**src/rtl/cbt_pkg.sv**
```systemverilog
package cbt_pkg;

    // Strobes registered at the top level, all from the same quantum tick.
    typedef struct packed {
        logic tq;
        logic smp;
        logic txp;
    } strobe_t;

    function automatic logic maj3(input logic a, input logic b, input logic c);
        return (a & b) | (a & c) | (b & c);
    endfunction

endpackage

```
**src/rtl/cbt_prescaler.sv**
```systemverilog
module cbt_prescaler #(
    parameter int PW = 8
) (
    input  logic          clk,
    input  logic          rst_n,
    input  logic          run,
    input  logic          en,
    input  logic          restart,
    input  logic [PW-1:0] limit,
    output logic          tick
);
    typedef struct packed {
        logic [PW-1:0] cnt;
    } st_t;

    st_t st_d, st_q;

    assign tick = run && !restart && en && (st_q.cnt == limit);

    always_comb begin
        st_d = st_q;
        if (!run || restart) begin
            st_d.cnt = '0;
        end else if (en) begin
            st_d.cnt = (st_q.cnt == limit) ? '0 : st_q.cnt + 1'b1;
        end
    end

    always_ff @(posedge clk or negedge rst_n) begin
        if (!rst_n) st_q <= '0;
        else        st_q <= st_d;
    end
endmodule

```
**src/rtl/cbt_quanta.sv**
```systemverilog
module cbt_quanta #(
    parameter int SW = 3,
    parameter int QW = 5
) (
    input  logic          clk,
    input  logic          rst_n,
    input  logic          run,
    input  logic          tick,
    input  logic          restart,
    input  logic [SW-1:0] prop,
    input  logic [SW-1:0] ph1,
    input  logic [SW-1:0] ph2,
    output logic          at_sp,
    output logic          at_end
);
    typedef struct packed {
        logic [QW-1:0] q;
    } st_t;

    st_t st_d, st_q;
    logic [QW-1:0] sp_idx;
    logic [QW-1:0] last_idx;

    // Quantum 0 is sync; the sample point ends phase 1, the bit ends phase 2.
    assign sp_idx   = QW'(prop) + QW'(ph1) + QW'(2);
    assign last_idx = sp_idx + QW'(ph2) + QW'(1);
    assign at_sp    = tick && (st_q.q == sp_idx);
    assign at_end   = tick && (st_q.q == last_idx);

    always_comb begin
        st_d = st_q;
        if (!run || restart) begin
            st_d.q = '0;
        end else if (tick) begin
            st_d.q = at_end ? '0 : st_q.q + 1'b1;
        end
    end

    always_ff @(posedge clk or negedge rst_n) begin
        if (!rst_n) st_q <= '0;
        else        st_q <= st_d;
    end
endmodule

```
**src/rtl/cbt_sampler.sv**
```systemverilog
module cbt_sampler
    import cbt_pkg::*;
(
    input  logic clk,
    input  logic rst_n,
    input  logic run,
    input  logic tick,
    input  logic at_sp,
    input  logic triple,
    input  logic rx,
    output logic bit_o
);
    typedef struct packed {
        logic [1:0] hist;
        logic       bitv;
    } st_t;

    st_t st_d, st_q;

    assign bit_o = st_q.bitv;

    always_comb begin
        st_d = st_q;
        if (!run) begin
            st_d.hist = 2'b11;
        end else if (tick) begin
            st_d.hist = {st_q.hist[0], rx};
            if (at_sp) begin
                st_d.bitv = triple ? maj3(st_q.hist[1], st_q.hist[0], rx) : rx;
            end
        end
    end

    always_ff @(posedge clk or negedge rst_n) begin
        if (!rst_n) st_q <= '{hist: 2'b11, bitv: 1'b1};
        else        st_q <= st_d;
    end
endmodule

```
**src/rtl/can_bit_timer.sv**
```systemverilog
module can_bit_timer
    import cbt_pkg::*;
#(
    parameter int PRES_W = 8,
    parameter int SEG_W  = 3
) (
    input  logic              clk,
    input  logic              rst_n,
    input  logic              run,
    input  logic              osc_en,
    input  logic              sys_en,
    input  logic              cfg_clk_sel,
    input  logic [PRES_W-1:0] cfg_presdiv,
    input  logic [SEG_W-1:0]  cfg_propseg,
    input  logic [SEG_W-1:0]  cfg_pseg1,
    input  logic [SEG_W-1:0]  cfg_pseg2,
    input  logic              cfg_triple,
    input  logic              cfg_loopback,
    input  logic              bus_idle,
    input  logic              rx_in,
    input  logic              tx_bit,
    output logic              tq_tick,
    output logic              sample_stb,
    output logic              rx_bit,
    output logic              tx_stb
);
    // Longest bit: sync plus three segments of 2**SEG_W quanta each.
    localparam int MAX_Q = 1 + 3 * (1 << SEG_W);
    localparam int QW    = $clog2(MAX_Q + 1);

    typedef struct packed {
        logic [PRES_W-1:0] pres;
        logic [SEG_W-1:0]  prop;
        logic [SEG_W-1:0]  ph1;
        logic [SEG_W-1:0]  ph2;
        logic              sel;
        logic              triple;
        logic              lpb;
    } cfg_t;

    typedef struct packed {
        cfg_t    cfg;
        logic    rx_prev;
        strobe_t stb;
    } st_t;

    st_t  st_d, st_q;
    logic eng_en;
    logic rx_sel;
    logic hsync;
    logic tick;
    logic at_sp;
    logic at_end;

    assign eng_en = st_q.cfg.sel ? sys_en : osc_en;
    assign rx_sel = st_q.cfg.lpb ? tx_bit : rx_in;
    assign hsync  = run && bus_idle && st_q.rx_prev && !rx_sel;

    cbt_prescaler #(.PW(PRES_W)) u_pres (
        .clk     (clk),
        .rst_n   (rst_n),
        .run     (run),
        .en      (eng_en),
        .restart (hsync),
        .limit   (st_q.cfg.pres),
        .tick    (tick)
    );

    cbt_quanta #(.SW(SEG_W), .QW(QW)) u_quanta (
        .clk     (clk),
        .rst_n   (rst_n),
        .run     (run),
        .tick    (tick),
        .restart (hsync),
        .prop    (st_q.cfg.prop),
        .ph1     (st_q.cfg.ph1),
        .ph2     (st_q.cfg.ph2),
        .at_sp   (at_sp),
        .at_end  (at_end)
    );

    cbt_sampler u_samp (
        .clk    (clk),
        .rst_n  (rst_n),
        .run    (run),
        .tick   (tick),
        .at_sp  (at_sp),
        .triple (st_q.cfg.triple),
        .rx     (rx_sel),
        .bit_o  (rx_bit)
    );

    always_comb begin
        st_d         = st_q;
        st_d.rx_prev = rx_sel;
        st_d.stb.tq  = tick;
        st_d.stb.smp = at_sp;
        st_d.stb.txp = at_end;
        if (!run) begin
            st_d.cfg.pres   = cfg_presdiv;
            st_d.cfg.prop   = cfg_propseg;
            st_d.cfg.ph1    = cfg_pseg1;
            st_d.cfg.ph2    = (cfg_pseg2 == '0) ? SEG_W'(1) : cfg_pseg2;
            st_d.cfg.sel    = cfg_clk_sel;
            st_d.cfg.triple = cfg_triple;
            st_d.cfg.lpb    = cfg_loopback;
        end
    end

    always_ff @(posedge clk or negedge rst_n) begin
        if (!rst_n) begin
            st_q         <= '0;
            st_q.cfg.ph2 <= SEG_W'(1);
            st_q.cfg.sel <= 1'b1;
            st_q.rx_prev <= 1'b1;
        end else begin
            st_q <= st_d;
        end
    end

    assign tq_tick    = st_q.stb.tq;
    assign sample_stb = st_q.stb.smp;
    assign tx_stb     = st_q.stb.txp;
endmodule

```
**config.mk**
```make
export PLATFORM = sky130hd
export DESIGN_NAME = can_bit_timer
export DESIGN_NICKNAME = d
export VERILOG_FILES = /design/src/rtl/cbt_pkg.sv /design/src/rtl/cbt_prescaler.sv /design/src/rtl/cbt_quanta.sv /design/src/rtl/cbt_sampler.sv /design/src/rtl/can_bit_timer.sv
export SDC_FILE = /design/constraint.sdc
export NUM_CORES = 1
export LEC_CHECK = 0
export BUFFER_PORTS_ARGS = -buffer_cell sky130_fd_sc_hd__buf_4
export CORE_ASPECT_RATIO = 1.5
export CORE_MARGIN = 4
export CORE_UTILIZATION = 56
export DETAILED_ROUTE_END_ITERATION = 16
export GPL_ROUTABILITY_DRIVEN = 0
export GPL_TIMING_DRIVEN = 0
export HOLD_SLACK_MARGIN = 0.03
export PLACE_DENSITY = 0.78
export SYNTH_ARGS = -nofsm -noshare
export SYNTH_HDL_FRONTEND = slang
export SYNTH_SLANG_ARGS = --single-unit
```
**constraint.sdc**
```tcl
create_clock -name clk -period 5 [get_ports clk]
set_input_delay 0.5 -clock clk [delete_from_list [all_inputs] [get_ports clk]]
set_output_delay 0.5 -clock clk [all_outputs]
set_load 0.01 [all_outputs]
```
==> run_results.csv, run 1 <==
group,metric,value,unit
synth,synthesis.area,0.00225,mm2
setup_path,critPathMaxFanout,5,
synth,ys_seq_area_share,44.8,%
die,placementRows,28,
die,start_util,57.4,%
placed_design,dp_cells,281,
timing,setup_slack,1.59,ns
cts,numCtsBuffers,5,
synth,syn_nets,245,
synth,avgSynthCellArea,10.9,um2
cts,clock_sinks,40,
die,die_x,59.8,um
setup_path,endpoint,"u_quanta.st_q[0]",
setup_path,r2r_cells,12,
detailed_routing,wire_per_inst,14.4,um
cts,ctsLongestPathBuffers,2,
timing,fin_tns_setup,0,ns
power,internal_power,676,uW
hold_path,hold_class,"in -> async",
setup_path,reg2reg_slack,1.59,ns
setup_path,r2r_start,"st_q[10]",
setup_path,required,5.20,ns
power,leakage,1.23,nW
detailed_routing,num_vias,1620,
synth,synth_top_area_share,37.8,%
setup_path,crit_slowest_cell,"a221oi_2",
grt,antenna_found_initial,0,
placed_design,place_ws,1.60,ns
detailed_routing,drt-pass1-iter-count,4,
setup_path,start_kind,"register",
timing,worst_slew_pin_slew,0.545,ns
synth,ys.flop_type,"dfrtp_1",
setup_path,cp_top_family,"adder cells",
detailed_routing,drc_errors,0,
power,power.switching,261,uW
timing,relSlewSlack,63.7,%
synth,yosys-top-cells-area,"dfrtp_1 (38%), mux2_2 (9.5%), dfstp_2 (7.0%)",
detailed_routing,vias_per_cell,5.61,
synth,yosysUniqueCellTypes,45,
timing,hold_viol,0,
power,pwr-share-comb,28.6,%
setup_path,crit_start,"st_q[10]",
synth,syn_inst,206,
placed_design,io_buffers,30,
detailed_routing,wl,4.18,mm
outcome,status,"completed",
timing,rsz0062_at_grt,"no",
setup_path,end_kind,"register",
placed_design,dp_hpwl,3.17,mm
cts,cts_resized,0,
synth,synth_edf_count,0,
synth,ys_ff_latch,40,
detailed_routing,postRouteAntennaNets,0,
synth,synth_warnings,0,
timing,skew,0.0137,ns
cts,insertion_delay,0.29,ns
die,die_area,0.00512,mm2
grt,globalRoute.totalOverflow,0,
setup_path,critical_path_class,"reg -> reg",
die,ioPinCount,32,
power,vdd_ir_drop_max,0.363,mV
cts,clockRootBuffer,"clkbuf_8",
grt,first_global_vias,1706,
setup_path,crit_buf_inv,1,
setup_path,worstSetupPathDepth,12,
setup_path,cp_common_cell,"ha_1",
cts,cts_setup_buffers,0,
cts,htree_levels,2,
setup_path,rr_endpoint,"u_quanta.st_q[0]",
power,clkPwrFrac,33.1,%
grt,grt_max_degree,41,
setup_path,path_cells,"ha_1 > fa_1 > xnor2_1 > inv_1 > ha_1 > ha_1 > nand2b_1 > a221oi_2 > o21ai_0 > a221oi_2 > nor2_1 > o31ai_1",
detailed_routing,drtIter0Drc,51,
timing,finalMaxSlewViolations,0,
final_layout,final_cell_count_no_fill,289,
cts,cts.clk_slew.worst_paths,0.08,ns
cts,cts_tree,"yes",
timing,min_period,3.41,ns
run,maxCapViolCount,0,
final_layout,syn_to_final_growth,18.4,%
power,power_density,351,mW/mm2
setup_path,cp.arrival,3.61,ns
synth,synth_async_sr_flop_share,100,%
timing,setup_viol,0,
grt,grtUsageTotal,19.2,%
setup_path,critPathMaxStageDelay,0.39,ns
timing,fmax,0.293,GHz
final_layout,fillerInstances,317,
final_layout,num_antenna_cells,0,
final_layout,layout-drive-gt1-share,29.1,%
power,swShare,27.9,%
final_layout,nNetsFinal,282,
die,die_height,85.7,um
grt,grt_pass1_wl,7.42,mm
timing,final.period_utilization,68.3,%
synth,yosysTopAreaCell,"dfrtp_1",
cts,cts_hold_buf,0,
die,core,0.00392,mm2
power,pwr-share-seq,38.3,%
## power by group through the flow
stage | combinational, mW | clock, mW | sequential, mW
floorplan | 0.210 | 0 | 0.361
finish | 0.268 | 0.310 | 0.359
CTS | 0.272 | 0.315 | 0.359
detailed placement | 0.271 | 0 | 0.364
global route | 0.302 | 0.332 | 0.361
global placement | 0.266 | 0 | 0.364
## cells in the mapped netlist (4+ instances only)
library cell,instances
dfrtp_1,34
mux2_2,19
and3_1,4
nand2_1,17
nand2b_1,4
nand3_1,8
nor2_1,8
xnor2_1,16
ha_1,9
xor2_1,5
dfstp_2,6
a21oi_1,6
inv_1,10
o21ai_0,12
clkbuf_1,5
## worst register-to-register path, stage by stage, from the launching register on
cell and delay, ns:
dfrtp_1 0.38, ha_1 0.23, fa_1 0.38, xnor2_1 0.20
inv_1 0.14, ha_1 0.34, ha_1 0.35, nand2b_1 0.14
a221oi_2 0.26, o21ai_0 0.14, a221oi_2 0.39, nor2_1 0.13
o31ai_1 0.23
## state kept, by name, summed over array words and instances (netlist names)
signal,count
sample_stb,1
st_q,21
tq_tick,1
tx_stb,1
u_pres.st_q,8
u_quanta.st_q,5
u_samp.bit_o,1
u_samp.st_q,2
## cells in the final DEF, fill, tap and decap left out, types with 2 or more instances in the layout
| cell type | instances |
|---|---|
| inv_1 | 10 |
| nor2_1 | 8 |
| a221oi_1 | 3 |
| nand3_1 | 8 |
| fa_1 | 2 |
| a21oi_1 | 6 |
| mux2i_1 | 2 |
| xnor2_1 | 16 |
| nor3_1 | 2 |
| mux2_2 | 19 |
| nand2b_1 | 4 |
| dfstp_2 | 6 |
| dfrtp_1 | 34 |
| bufinv_16 | 2 |
| a221oi_2 | 2 |
| ha_1 | 9 |
| nand4_1 | 3 |
| xor2_1 | 5 |
| clkbuf_1 | 6 |
| o31ai_1 | 3 |
| nand2_1 | 17 |
| o21ai_0 | 12 |
| buf_4 | 31 |
| clkbuf_8 | 5 |
| and2_1 | 3 |
| and3_1 | 4 |
| nor2b_1 | 2 |
## how the worst min path moves through the flow
stage	to	slack [ns]	cells past startpoint
after floorplan	sample_stb	0.20	0
after global placement	st_q[7]	0.48	2
after detailed placement	u_samp.st_q[2]	0.49	2
after CTS	st_q[5]	0.18	1
after global routing	tq_tick	0.19	1
final	tq_tick	0.16	1
## metal layers
layer  track usage [%]  part of all wire [%]  wire [um]
met1              21.6                    38       1600
met2              32.8                    56       2330
met3              4.22                   2.8        119
met4              10.1                   3.0        124
met5                 0                     0          0
## through the flow
step / area [um2] / power (mW) / hold slack (ns) / utilization, %
5_1_grt: 2670 / 0.995 / 0.194 / 68.0
6_report: 2670 / 0.937 / 0.164 / 68.0
4_1_cts: 2670 / 0.946 / 0.181 / 68.0
3_5_place_dp: 2530 / 0.635 / 0.487 / 64.6
3_3_place_gp: 2530 / 0.630 / 0.476 / 64.6
2_1_floorplan: 2250 / 0.572 / 0.204 / -
## kinds of logic (layout without fill, tap and decap cells)
| group | Yosys count | in the layout | share of synthesized area, % |
|---|---|---|---|
| muxes | 22 | 22 | 10.9 |
| AOI/OAI and AO/OA | 37 | 37 | 11.6 |
| buffers and inverters | 18 | 56 | 3.50 |
| adders and majority gates | 11 | 11 | 6.78 |
| and+or+nand+nor | 56 | 56 | 13.3 |
| DFF | 40 | 40 | 44.8 |
| xor gates and xnor gates | 22 | 22 | 9.17 |
## area by class of cell
cell class                      count  area, um2  share of cell area (%)
Multi-Input combinational cell    148       1160                    43.7
Sequential cell                    40       1010                    37.8
Timing Repair Buffer               30        225                    8.45
Clock buffer                        6       72.6                    2.72
Clock inverter                      2       60.1                    2.25
Tap cell                           45       56.3                    2.11
Inverter                           11       41.3                    1.55
Buffer                              7       37.5                    1.41
Note: power is estimated with default switching activity, not from simulation.
==> run 2: changes to the inputs <==
--- a/config.mk
+++ b/config.mk
@@ -8,12 +8,12 @@
 export BUFFER_PORTS_ARGS = -buffer_cell sky130_fd_sc_hd__buf_4
 export CORE_ASPECT_RATIO = 1.5
 export CORE_MARGIN = 4
-export CORE_UTILIZATION = 56
+export CORE_UTILIZATION = 51
 export DETAILED_ROUTE_END_ITERATION = 16
 export GPL_ROUTABILITY_DRIVEN = 0
 export GPL_TIMING_DRIVEN = 0
 export HOLD_SLACK_MARGIN = 0.03
-export PLACE_DENSITY = 0.78
+export PLACE_DENSITY = 0.75
 export SYNTH_ARGS = -nofsm -noshare
 export SYNTH_HDL_FRONTEND = slang
 export SYNTH_SLANG_ARGS = --single-unit
==> constraint.sdc (replaced) <==
create_clock -name clk -period 2.8 [get_ports clk]
set_input_delay 0.28 -clock clk [delete_from_list [all_inputs] [get_ports clk]]
set_output_delay 0.28 -clock clk [all_outputs]
set_load 0.01 [all_outputs]
==> run 2 against run 1 <==
  * The flow now finishes with violations (setup timing)
  * Cell count rose by 5.5%
  * Non-clock buffer count up 15
  * Sequential share of layout area fell by 2.4 points
  * Hold slack improved by 0.055 ns
  * Combinational power rose to 3.0 times the previous value
  * Core utilization shrank 0.81 points
  * Sequential power increased by 78%
  * Critical path depth is 1 higher
  * Global-route usage decreased by 1.1 points
  * Cell area grew 6.9%
  * Power up 92%
==> run_results.csv, run 2 (synthesized netlist as in run 1, its figures left out) <==
group,metric,value,unit
final_layout,largest_reg_flops,21,
detailed_routing,drtIter0Drc,74,
die,ioPinCount,32,
detailed_routing,wire_per_inst,15.7,um
die,core,0.00425,mm2
cts,ctsLongestPathBuffers,2,
cts,numCtsBuffers,5,
timing,min_period,3.03,ns
timing,setup_viol,7,
die,placementRows,29,
placed_design,dp_cells,282,
detailed_routing,drc_errors,0,
power,fin_total_pwr,1.80,mW
grt,globalRoute.totalOverflow,0,
final_layout,num_antenna_cells,0,
final_layout,layout-drive-gt1-share,39.0,%
timing,rsz0062_at_grt,"yes",
final_layout,nNetsFinal,297,
final_layout,final_cell_count_no_fill,305,
setup_path,crit_start,"st_q[13]",
run,maxCapViolCount,0,
final_layout,final_cell_mix,"buf_4 (43), dfrtp_1 (34), mux2_2 (19)",
detailed_routing,vias_per_cell,5.72,
detailed_routing,num_vias,1746,
outcome,violations,"setup timing",
setup_path,cp.arrival,3.23,ns
final_layout,regMostFlops,"st_q",
placed_design,dp_hpwl,3.36,mm
timing,setup_slack,-0.231,ns
cts,insertion_delay,0.29,ns
final_layout,syn_to_final_growth,26.6,%
detailed_routing,drt-pass1-iter-count,4,
cts,htree_levels,2,
grt,grt_pass1_wl,8.08,mm
cts,clock_sinks,40,
placed_design,placed_area,0.00258,mm2
setup_path,required,3.00,ns
power,vdd_ir_drop_max,0.425,mV
setup_path,endpoint,"u_quanta.st_q[3]",
setup_path,end_kind,"register",
final_layout,fillerInstances,323,
detailed_routing,postRouteAntennaNets,0,
final_layout,finalInstanceArea,0.00285,mm2
grt,antenna_found_initial,0,
die,start_util,53.1,%
die,die_area,0.00557,mm2
timing,hold_viol,0,
power,leakage,1.31,nW
cts,clockRootBuffer,"clkbuf_8",
setup_path,critical_path_class,"reg -> reg",
timing,relSlewSlack,60.4,%
die,die_height,89.4,um
final_layout,top_regs,"st_q (21), u_pres.st_q (8), u_quanta.st_q (5)",
setup_path,r2r_start,"st_q[13]",
setup_path,critPathMaxFanout,4,
setup_path,rr_endpoint,"u_quanta.st_q[3]",
outcome,status,"complete, but fails checks",
grt,first_global_vias,1811,
cts,cts_tree,"yes",
final_layout,final_util,67.1,%
setup_path,r2r_cells,13,
die,die_x,62.3,um
detailed_routing,wl,4.78,mm
timing,final.period_utilization,108,%
timing,worst_slew_pin_slew,0.594,ns
timing,skew,0.00629,ns
hold_path,hold_class,"in -> reg",
hold_path,min_from,"cfg_presdiv[6]",
setup_path,start_kind,"register",
placed_design,io_buffers,30,
timing,fmax,0.330,GHz
grt,grtUsageTotal,18.1,%
cts,cts.clk_slew.worst_paths,0.08,ns
setup_path,reg2reg_slack,-0.23,ns
power,power_density,631,mW/mm2
timing,finalMaxSlewViolations,0,
grt,grt_max_degree,41,
final_layout,final_common_cell,"buf_4",
==> run 2: per-layer routing <==
layer | global-route usage (%) | share of wire, %
met1 | 18.8 | 36
met2 | 35.3 | 59
met3 | 3.14 | 2.7
met4 | 7.92 | 2.4
met5 | 0 | 0
==> run 2: cell type report <==
type	count	area, um2	area share, %
clock inverters	1	5.00	0.176
flip-flops and latches	40	1010	35.4
repair buffers	45	348	12.2
inverters	11	41.3	1.45
clock buffers	7	76.3	2.68
multi-input cells	148	1280	44.8
well taps	46	57.6	2.02
plain buffers	7	37.5	1.32
==> run 2: power by group <==
group / switching [mW] / internal (mW)
clock network: 0.189 / 0.175
registers: 0.0252 / 0.615
logic: 0.363 / 0.431
==> run 2: worst min path at each step <==
stage                      end  slack, ns  depth (start not counted)
detailed placement    st_q[16]       0.28                          1
global route          st_q[18]       0.21                          2
global placement      st_q[16]       0.28                          1
finish                st_q[22]       0.22                          2
CTS                   st_q[22]       0.21                          2
floorplan           sample_stb      -0.02                          0
==> run 2: worst max-delay path, stage by stage, from the launching register on <==
cell and delay (ns):
dfrtp_1 0.39, ha_2 0.21, fa_2 0.38, xnor2_2 0.21, inv_2 0.08, ha_4 0.23
ha_4 0.29, nand2b_4 0.07, a221oi_4 0.25, o21ai_2 0.08, a221oi_2 0.34, buf_4 0.18
nor2_4 0.04, o31ai_1 0.18
==> run 2: what timing repair did <==
item | in CTS | in global routing
pin swaps | 13 | 7
endpoints found under the hold margin | 34 | 0
setup buffers | 9 | 5
gates resized for setup | 5 | 9
hold buffers | 1 | 0
cloned | 0 | 0
endpoints found under the setup margin | 6 | 7
==> run 2: per-stage QoR <==
stage | TNS, ns | hold slack (ns) | worst slack [ns]
6_report | -1.15 | 0.220 | -0.231
5_1_grt | -2.22 | 0.212 | -0.388
3_5_place_dp | -1.64 | 0.285 | -0.396
2_1_floorplan | -0.102 | -0.0156 | -0.0512
4_1_cts | -0.891 | 0.214 | -0.179
3_3_place_gp | -1.22 | 0.279 | -0.288
